--- src/rtl/pt_walk_pkg.sv ---
package pt_walk_pkg;
  typedef enum logic [2:0] {
    ST_IDLE  = 3'd0,
    ST_OUTER = 3'd1,
    ST_INNER = 3'd2,
    ST_DONE  = 3'd3,
    ST_FAULT = 3'd4
  } walk_state_e;

  typedef enum logic [2:0] {
    FLT_NONE  = 3'd0,
    FLT_LEN   = 3'd1,
    FLT_OUTER = 3'd2,
    FLT_INNER = 3'd3,
    FLT_WPROT = 3'd4
  } fault_e;

  localparam int unsigned ENT_VALID_BIT = 0;
  localparam int unsigned ENT_WR_BIT    = 1;
endpackage

--- src/rtl/pt_walk_idx.sv ---
module pt_walk_idx #(
  parameter int unsigned ADDR_W = 32,
  parameter int unsigned IDX_W  = 10,
  parameter int unsigned OFS_W  = 12,
  parameter int unsigned ENT_B  = 4
) (
  input  logic [ADDR_W-OFS_W-1:0] vpn_i,
  input  logic [ADDR_W-1:0]       base_i,
  input  logic [ADDR_W-OFS_W-1:0] tbl_frame_i,
  input  logic                    inner_i,
  output logic [IDX_W-1:0]        outer_idx_o,
  output logic [ADDR_W-1:0]       entry_addr_o
);
  localparam int unsigned VPN_W  = ADDR_W - OFS_W;
  localparam int unsigned ENT_SH = $clog2(ENT_B);

  logic [IDX_W-1:0]  inner_idx, sel_idx;
  logic [ADDR_W-1:0] tbl_base, idx_off;

  assign outer_idx_o = vpn_i[VPN_W-1 -: IDX_W];
  assign inner_idx   = vpn_i[IDX_W-1:0];
  assign sel_idx     = inner_i ? inner_idx : outer_idx_o;
  assign idx_off     = ADDR_W'(sel_idx) << ENT_SH;
  assign tbl_base    = inner_i ? {tbl_frame_i, {OFS_W{1'b0}}} : base_i;
  assign entry_addr_o = tbl_base + idx_off;
endmodule

--- src/rtl/pt_walk_eval.sv ---
module pt_walk_eval
  import pt_walk_pkg::*;
#(
  parameter int unsigned ADDR_W = 32,
  parameter int unsigned OFS_W  = 12
) (
  input  logic [ADDR_W-1:0]       entry_i,
  input  logic                    leaf_i,
  input  logic                    write_i,
  output fault_e                  code_o,
  output logic [ADDR_W-OFS_W-1:0] frame_o
);
  logic [OFS_W-3:0] unused_bits;
  assign unused_bits = entry_i[OFS_W-1:2];

  assign frame_o = entry_i[ADDR_W-1:OFS_W];

  // valid checked first: an invalid leaf never reports write protection
  always_comb begin
    code_o = FLT_NONE;
    if (!entry_i[ENT_VALID_BIT])
      code_o = leaf_i ? FLT_INNER : FLT_OUTER;
    else if (leaf_i && write_i && !entry_i[ENT_WR_BIT])
      code_o = FLT_WPROT;
  end
endmodule

--- src/rtl/pt_walker.sv ---
module pt_walker
  import pt_walk_pkg::*;
#(
  parameter int unsigned ADDR_W = 32,
  parameter int unsigned IDX_W  = 10,
  parameter int unsigned OFS_W  = 12
) (
  input  logic              clk_i,
  input  logic              rst_ni,
  input  logic              req_valid_i,
  output logic              req_ready_o,
  input  logic [ADDR_W-1:0] req_vaddr_i,
  input  logic              req_write_i,
  input  logic [ADDR_W-1:0] ptbase_i,
  input  logic [IDX_W:0]    ptlen_i,
  output logic              rsp_valid_o,
  output logic              rsp_fault_o,
  output logic [2:0]        rsp_code_o,
  output logic [ADDR_W-1:0] rsp_paddr_o,
  output logic              mem_rd_valid_o,
  input  logic              mem_rd_ready_i,
  output logic [ADDR_W-1:0] mem_rd_addr_o,
  input  logic              mem_rdata_valid_i,
  input  logic [ADDR_W-1:0] mem_rdata_i
);
  localparam int unsigned FRM_W = ADDR_W - OFS_W;
  localparam int unsigned ENT_B = ADDR_W / 8;

  walk_state_e       state_q;
  logic              issued_q, wr_q;
  logic [ADDR_W-1:0] va_q, base_q;
  logic [FRM_W-1:0]  frame_q;
  fault_e            code_q;

  logic [IDX_W-1:0]  req_outer_idx, walk_outer_idx;
  logic [ADDR_W-1:0] req_entry_addr;
  logic [ADDR_W-1:0] entry_addr;
  logic              in_walk, accept, len_bad, rd_done;
  fault_e            ent_code;
  logic [FRM_W-1:0]  ent_frame;

  // index of the incoming request, used only for the length bound
  pt_walk_idx #(.ADDR_W(ADDR_W), .IDX_W(IDX_W), .OFS_W(OFS_W), .ENT_B(ENT_B)) u_req_idx (
    .vpn_i       (req_vaddr_i[ADDR_W-1:OFS_W]),
    .base_i      (ptbase_i),
    .tbl_frame_i ('0),
    .inner_i     (1'b0),
    .outer_idx_o (req_outer_idx),
    .entry_addr_o(req_entry_addr)
  );

  pt_walk_idx #(.ADDR_W(ADDR_W), .IDX_W(IDX_W), .OFS_W(OFS_W), .ENT_B(ENT_B)) u_walk_idx (
    .vpn_i       (va_q[ADDR_W-1:OFS_W]),
    .base_i      (base_q),
    .tbl_frame_i (frame_q),
    .inner_i     (state_q == ST_INNER),
    .outer_idx_o (walk_outer_idx),
    .entry_addr_o(entry_addr)
  );

  pt_walk_eval #(.ADDR_W(ADDR_W), .OFS_W(OFS_W)) u_eval (
    .entry_i (mem_rdata_i),
    .leaf_i  (state_q == ST_INNER),
    .write_i (wr_q),
    .code_o  (ent_code),
    .frame_o (ent_frame)
  );

  logic [ADDR_W+IDX_W-1:0] unused_idx;
  assign unused_idx = {req_entry_addr, walk_outer_idx};

  assign in_walk = (state_q == ST_OUTER) || (state_q == ST_INNER);
  assign accept  = (state_q == ST_IDLE) && req_valid_i;
  assign len_bad = {1'b0, req_outer_idx} >= ptlen_i;
  assign rd_done = in_walk && issued_q && mem_rdata_valid_i;

  always_ff @(posedge clk_i or negedge rst_ni) begin
    if (!rst_ni) begin
      state_q  <= ST_IDLE;
      issued_q <= 1'b0;
      wr_q     <= 1'b0;
      va_q     <= '0;
      base_q   <= '0;
      frame_q  <= '0;
      code_q   <= FLT_NONE;
    end else begin
      unique case (state_q)
        ST_IDLE: begin
          if (accept) begin
            va_q     <= req_vaddr_i;
            wr_q     <= req_write_i;
            base_q   <= ptbase_i;
            issued_q <= 1'b0;
            if (len_bad) begin
              code_q  <= FLT_LEN;
              state_q <= ST_FAULT;
            end else begin
              code_q  <= FLT_NONE;
              state_q <= ST_OUTER;
            end
          end
        end
        ST_OUTER, ST_INNER: begin
          if (mem_rd_valid_o && mem_rd_ready_i) issued_q <= 1'b1;
          if (rd_done) begin
            issued_q <= 1'b0;
            if (ent_code != FLT_NONE) begin
              code_q  <= ent_code;
              state_q <= ST_FAULT;
            end else begin
              frame_q <= ent_frame;
              state_q <= (state_q == ST_OUTER) ? ST_INNER : ST_DONE;
            end
          end
        end
        ST_DONE, ST_FAULT: state_q <= ST_IDLE;
        default:           state_q <= ST_IDLE;
      endcase
    end
  end

  assign req_ready_o    = (state_q == ST_IDLE);
  assign mem_rd_valid_o = in_walk && !issued_q;
  assign mem_rd_addr_o  = entry_addr;
  assign rsp_valid_o    = (state_q == ST_DONE) || (state_q == ST_FAULT);
  assign rsp_fault_o    = (state_q == ST_FAULT);
  assign rsp_code_o     = code_q;
  assign rsp_paddr_o    = (state_q == ST_DONE) ? {frame_q, va_q[OFS_W-1:0]} : '0;
endmodule

--- config.mk ---
export PLATFORM = sky130hd
export DESIGN_NAME = pt_walker
export DESIGN_NICKNAME = d
export VERILOG_FILES = /design/src/rtl/pt_walk_pkg.sv /design/src/rtl/pt_walk_idx.sv /design/src/rtl/pt_walk_eval.sv /design/src/rtl/pt_walker.sv
export SDC_FILE = /design/constraint.sdc
export NUM_CORES = 1
export LEC_CHECK = 0
export BUFFER_PORTS_ARGS = -buffer_cell sky130_fd_sc_hd__buf_2
export CAP_MARGIN = 20
export CELL_PAD_IN_SITES_DETAIL_PLACEMENT = 1
export CELL_PAD_IN_SITES_GLOBAL_PLACEMENT = 1
export CORE_MARGIN = 8
export CORE_UTILIZATION = 43
export CTS_BUF_LIST = sky130_fd_sc_hd__clkbuf_4
export CTS_CLUSTER_DIAMETER = 50
export CTS_CLUSTER_SIZE = 12
export DETAILED_ROUTE_END_ITERATION = 16
export GPL_ROUTABILITY_DRIVEN = 0
export GPL_TIMING_DRIVEN = 0
export PLACE_DENSITY_LB_ADDON = 0.15
export SETUP_SLACK_MARGIN = 0.15
export SYNTH_ARGS = -nofsm -noshare
export SYNTH_HDL_FRONTEND = slang
export SYNTH_SLANG_ARGS = --single-unit
--- constraint.sdc ---
create_clock -name clk_i -period 6.8 [get_ports clk_i]
set_input_delay 0.34 -clock clk_i [delete_from_list [all_inputs] [get_ports clk_i]]
set_output_delay 0.34 -clock clk_i [all_outputs]
set_load 0.01 [all_outputs]
==> flow_summary.json, run 1 <==
{
  "syn_area_um2": 5693,
  "drt_iter0_markers": 196,
  "syn-num-nets": 696,
  "cp-startpoint": "state_q[1]",
  "avgSynthCellArea_um2": 10.13,
  "grt_max_degree": 68,
  "worstSetupEndpointType": "primary output",
  "grt.total_usage": 0.2146,
  "synth_top_cell_area_share": 0.4044,
  "cts_tree": "done",
  "yosys.area.top_type": "dfrtp_1",
  "rows": 42,
  "grt_antenna_before_repair": 4,
  "portBuffers": 173,
  "hp-class": "in -> reg",
  "drive_gt1_frac": 0.4024,
  "postSynthCellCount": 562,
  "finalClockSkew_ps": 18.57,
  "p_sw_mw": 1.479,
  "period_share": 0.8177,
  "slowest_delay_ps": 460,
  "power.density_nw_per_um2": 477.3,
  "cts_max_level": 3,
  "p_leak_nw": 3.463,
  "core-area_um2": 13090,
  "die_w_um": 131.1,
  "synthArstFlopShare": 1.000,
  "via_count": 4953,
  "drv_cap": 0,
  "initial_core_util": 0.4351,
  "grt_pass1_wl_um": 28370,
  "clk_pin_slew_ps": 170,
  "p_comb_frac": 0.582,
  "die_area_um2": 17180,
  "ir_drop_mv": 0.3774,
  "clkPwrFrac": 0.100,
  "dp_slack_ps": 1790,
  "p_int_mw": 1.849,
  "worst_slack_ps": 1240,
  "synth.ff_latch_count": 92,
  "finish.utilization": 0.5329,
  "drtPass1Iterations": 4,
  "crit_chain": "or3b_1 > buf_4 > clkbuf_1 > buf_2 > clkbuf_1 > nand2_1 > nand2_1 > ha_1 > inv_1 > fa_1 > nand2b_1 > a21oi_1 > o211ai_2 > a21oi_1 > nand3_1 > xor2_1 > buf_2",
  "ioPinCount": 184,
  "synth_ff_type": "dfrtp_1",
  "arrival_ps": 5220,
  "yosysMostFrequentCell": "dfrtp_1",
  "critPathLaunchType": "flop",
  "r2r-start": "issued_q",
  "die_h_um": 131.1,
  "ys_warn_count": 0,
  "clock_sinks": 92,
  "yosys-top-cells-area": "dfrtp_1 (40%), mux2_2 (17%), and2_1 (5.1%)",
  "swShare": 0.4443,
  "finalSetupViolations": 0,
  "crit_buf_inv": 6,
  "rsz0062_at_grt": "false",
  "required_ps": 6460,
  "max_freq_mhz": 179.8,
  "ys_seq_area_frac": 0.4044,
  "cts_setup_buffers": 0,
  "p_total_mw": 3.328,
  "cpMaxStageDelayCell": "buf_2",
  "nNetsFinal": 882,
  "status": "finished clean",
  "cts_max_path_buffers": 2,
  "area_growth_pct": 22.48,
  "drc": 0,
  "finalSetupTns_ps": 0,
  "grt_overflow": 0,
  "period_needed_ps": 5560,
  "pwr-share-seq": 0.317,
  "drtAntennaViolNets": 0,
  "relSlewSlack": 0.5450,
  "synth_edf_count": 0,
  "hold_violations": 0,
  "drt-total-wl_um": 17970,
  "hp-start": "req_vaddr_i[6]",
  "wire_per_inst_um": 19.32,
  "numCtsBuffers": 9,
  "avgViaCountPerCell": 5.326,
  "crit_family": "buffers and inverters",
  "first_global_vias": 5456,
  "cts_root_buf": "clkbuf_4",
  "tightest_slew_ps": 682.5,
  "synthTopCellsByCount": "dfrtp_1 (92), mux2_2 (84), nand2_1 (57), and2_1 (46), nand3_1 (27)",
  "critPathKind": "reg -> out",
  "synth_cell_types": 53,
  "finalMaxSlewViolations": 0,
  "clk_latency_ps": 480,
  "hpwl_um": 14310,
  "critPathMaxFanout": 10
}
## registers in the layout (all words and copies together), names as in the netlist
register,flops
issued_q,1
base_q,32
wr_q,1
frame_q,20
va_q,32
rsp_code_o,3
state_q,3
## cell usage in the layout, fill, tap and decap left out, drive strengths merged, types with 2 or more instances in the layout
| cell type | instances |
|---|---|
| and4b | 2 |
| dfrtp | 92 |
| nor3 | 9 |
| nand2 | 57 |
| nor2b | 3 |
| xnor2 | 23 |
| clkinv | 3 |
| o21bai | 2 |
| and3b | 2 |
| o21ai | 16 |
| a21o | 7 |
| nand3 | 27 |
| a21boi | 2 |
| buf | 193 |
| ha | 20 |
| nand4 | 8 |
| nor2 | 22 |
| mux2 | 85 |
| or2 | 3 |
| xor2 | 6 |
| mux2i | 18 |
| o22ai | 3 |
| o211ai | 3 |
| o31ai | 3 |
| a21oi | 25 |
| and2 | 46 |
| inv | 19 |
| nor4 | 4 |
| nor3b | 4 |
| and3 | 5 |
| nand2b | 3 |
| a211o | 2 |
| clkbuf | 16 |
| or3 | 3 |
| a31oi | 3 |
| a211oi | 3 |
## metrics by stage
stage / std cells / area [um^2] / hold WS [ps]
2_1_floorplan: 562 / 5693 / 44.41
3_3_place_gp: 911 / 6779 / 458.8
3_5_place_dp: 912 / 6809 / 279.6
4_1_cts: 929 / 6970 / 40.00
5_1_grt: 930 / 6973 / 40.87
6_report: 930 / 6973 / 75.73
## final timing paths
| path | endpoint | slack (ps) | cells past startpoint |
|---|---|---|---|
| setup reg to reg | va_q[24] | 4260 | 6 |
| min in group asynchronous | frame_q[6] | 310 | 2 |
| hold reg to reg | rsp_code_o[1] | 500 | 2 |
| hold / removal | va_q[6] | 80 | 2 |
| max in group asynchronous | frame_q[16] | 5830 | 3 |
| setup / recovery | mem_rd_addr_o[26] | 1240 | 17 |
## cells by family after synthesis
logic type,count (synthesis),synth area share
AO/OA/AOI/OAI,75,0.08330
XOR/XNOR,29,0.04461
AND/OR/NAND/NOR,199,0.1870
flip-flops,92,0.4044
multiplexers,103,0.2004
adder cells (fa/ha/maj),21,0.04747
buffers and inverters,43,0.03275
## power by group through the flow
stage | clock network [mW] | registers [mW] | logic [mW]
3_5_place_dp | 0 | 1.07 | 1.95
5_1_grt | 0.362 | 1.10 | 2.13
3_3_place_gp | 0 | 1.05 | 1.89
6_report | 0.333 | 1.06 | 1.94
2_1_floorplan | 0 | 0.983 | 1.36
4_1_cts | 0.343 | 1.06 | 1.97
## area by class of cell
class                   instances  area [um^2]
plain buffers                  26        122.6
well taps                     176        220.2
repair buffers                175        905.9
diodes                          1        2.502
multi-input cells             427         3204
clock buffers                   9        67.56
flip-flops and latches         92         2302
inverters                      17        63.81
clock inverters                 7        83.83
fillers                      1549         6112
## repair_timing
| action | 4_1_cts | 5_1_grt |
|---|---|---|
| gates resized for setup | 0 | 0 |
| hold buffers | 1 | 0 |
| endpoints found under the setup margin | 0 | 0 |
| endpoints found under the hold margin | 25 | 0 |
## metal layers
layer,track usage,part of all wire,vias to the layer above
met4,0.06685,0.019,6
met1,0.2494,0.40,2432
met3,0.07079,0.069,25
met5,0,0.0020,-
met2,0.3667,0.51,134
li1,-,-,2356
Power figures use the tool's default switching activity.
==> inputs of run 2 (changes only) <==
Settings changed: CORE_UTILIZATION 43 to 40.
Clock period 6.8 ns to 5.71 ns, I/O delays scaled along.
==> flow_summary.json, run 2 (synthesized netlist as in run 1, its figures left out) <==
{
  "tightest_slew_ps": 695.8,
  "avgViaCountPerCell": 5.258,
  "finalClockSkew_ps": 27.37,
  "rows": 43,
  "cpMaxStageDelayCell": "nor3b_4",
  "grt_antenna_before_repair": 1,
  "relSlewSlack": 0.5361,
  "cts_max_path_buffers": 2,
  "period_share": 0.9041,
  "drive_gt1_frac": 0.3841,
  "first_global_vias": 5744,
  "worst_slack_ps": 547.7,
  "die_area_um2": 18310,
  "n_fill_cell": 1616,
  "whs_path_depth": 2,
  "cp.depth": 17,
  "p_sw_mw": 1.799,
  "drt-total-wl_um": 19140,
  "critPathLaunchType": "flop",
  "crit_family": "buffers and inverters",
  "finalMaxSlewViolations": 0,
  "dp_slack_ps": 645.3,
  "period_needed_ps": 5162,
  "grt_overflow": 0,
  "numCtsBuffers": 9,
  "final_common_cell": "buf_2",
  "crit_top_cell": "buf_2",
  "portBuffers": 173,
  "dp_cells": 916,
  "ir_drop_mv": 0.3979,
  "p_leak_nw": 3.655,
  "area_growth_pct": 30.77,
  "top_regs": "base_q x32, va_q x32, frame_q x20",
  "via_count": 5127,
  "hpwl_um": 14610,
  "status": "finished clean",
  "fin_cells": 975,
  "die_h_um": 135.3,
  "grt_max_degree": 70,
  "crit_buf_inv": 6,
  "whs_ps": 15.26,
  "drc": 0,
  "core-area_um2": 13880,
  "cts_max_level": 3,
  "drt_iter0_markers": 246,
  "slowest_delay_ps": 410,
  "clkPwrFrac": 0.117,
  "hp-class": "in -> reg",
  "cts_tree": "done",
  "power.density_nw_per_um2": 551.4,
  "ioPinCount": 184,
  "die_w_um": 135.3,
  "r2r_slack_ps": 3270,
  "worstRegToRegCells": 6,
  "grt_pass1_wl_um": 30780,
  "arrival_ps": 4880,
  "required_ps": 5420,
  "max_freq_mhz": 193.7,
  "initial_core_util": 0.4101,
  "finalSetupTns_ps": 0,
  "p_int_mw": 2.306,
  "critPathKind": "reg -> out",
  "drtPass1Iterations": 4,
  "rsz0062_at_grt": "false",
  "p_comb_frac": 0.575,
  "worstSetupEndpointType": "primary output",
  "pwr-share-seq": 0.308,
  "clk_latency_ps": 490,
  "hold_violations": 0,
  "critPathMaxFanout": 10,
  "clock_sinks": 92,
  "drtAntennaViolNets": 0,
  "p_total_mw": 4.105,
  "cts_root_buf": "clkbuf_4",
  "wire_per_inst_um": 19.63,
  "crit_chain": "buf_2 > nor3b_4 > buf_2 > buf_2 > buf_2 > nand2_1 > nand2_1 > ha_1 > inv_1 > fa_1 > nand2b_1 > a21oi_2 > o211ai_2 > a21oi_2 > nand3_1 > xor2_1 > buf_2",
  "clk_pin_slew_ps": 170,
  "drv_cap": 0,
  "final_cell_mix": "buf_2 (189), dfrtp_1 (92), mux2_2 (84), nand2_1 (57), and2_1 (46)",
  "swShare": 0.4382,
  "finalSetupViolations": 0,
  "nNetsFinal": 923,
  "grt.total_usage": 0.2136
}
-- run 2: changes by cell type in the layout (fill, tap and decap cells not counted) --
cell           delta
a21oi_1           -2
a21oi_2           +2
bufinv_16         +2
clkbuf_1          -1
clkinv_2          +1
clkinv_4          -3
dlygate4sd3_1    +42
inv_6             +1
inv_8             -1
nor3b_2           -1
nor3b_4           +1
-- run 2: routing by layer --
metal	up-vias	wire, um	track usage
met2	133	9517	0.3634
li1	2436	-	-
met1	2541	8021	0.2530
met4	0	289	0.06848
met5	-	0	0
met3	17	1313	0.06343
-- run 2: worst register-to-register path: stages, from the launching register on --
cell and delay (ps):
dfrtp_1 420, nand2_1 140, a211o_1 360, nor4_2 380, buf_2 340, buf_2 320, mux2_2 380
-- run 2: final cells by class --
type                            instances  area (um^2)  share of cell area
Antenna cell                            1        2.502           0.0003361
Buffer                                 25        118.9             0.01597
Clock buffer                            9        67.56            0.009076
Clock inverter                          7        120.1             0.01613
Inverter                               17        63.81            0.008571
Multi-Input combinational cell        427         3218              0.4323
Sequential cell                        92         2302              0.3092
Tap cell                              180        225.2             0.03025
Timing Repair Buffer                  217         1326              0.1782
-- run 2: what timing repair did --
action                     4_1_cts  5_1_grt
resized for setup                1        2
setup endpoints to repair        2        4
hold buffers                    39        4
hold endpoints to repair        61        4
gates cloned                     0        0
pin swaps                        0        0
setup buffers                    0        0
-- run 2: worst paths after layout --
kind | start | end
min reg2reg | rsp_code_o[1] | rsp_code_o[1]
max reg2reg | issued_q | va_q[19]
min | ptbase_i[15] | base_q[15]
max in group asynchronous | rst_ni | va_q[8]
max | state_q[2] | mem_rd_addr_o[26]
min in group asynchronous | rst_ni | base_q[23]
-- run 2: power groups by stage --
| stage | clock network [mW] | logic (mW) | registers (mW) |
|---|---|---|---|
| detailed placement | 0 | 2.34 | 1.27 |
| floorplan | 0 | 1.61 | 1.17 |
| CTS | 0.490 | 2.38 | 1.26 |
| global placement | 0 | 2.25 | 1.25 |
| global route | 0.517 | 2.62 | 1.31 |
| finish | 0.479 | 2.36 | 1.26 |
-- run 2: stage by stage --
stage / utilization / instance area (um^2)
floorplan: - / 5693
global placement: 0.4887 / 6784
detailed placement: 0.4909 / 6814
CTS: 0.5327 / 7395
global route: 0.5363 / 7445
finish: 0.5363 / 7445
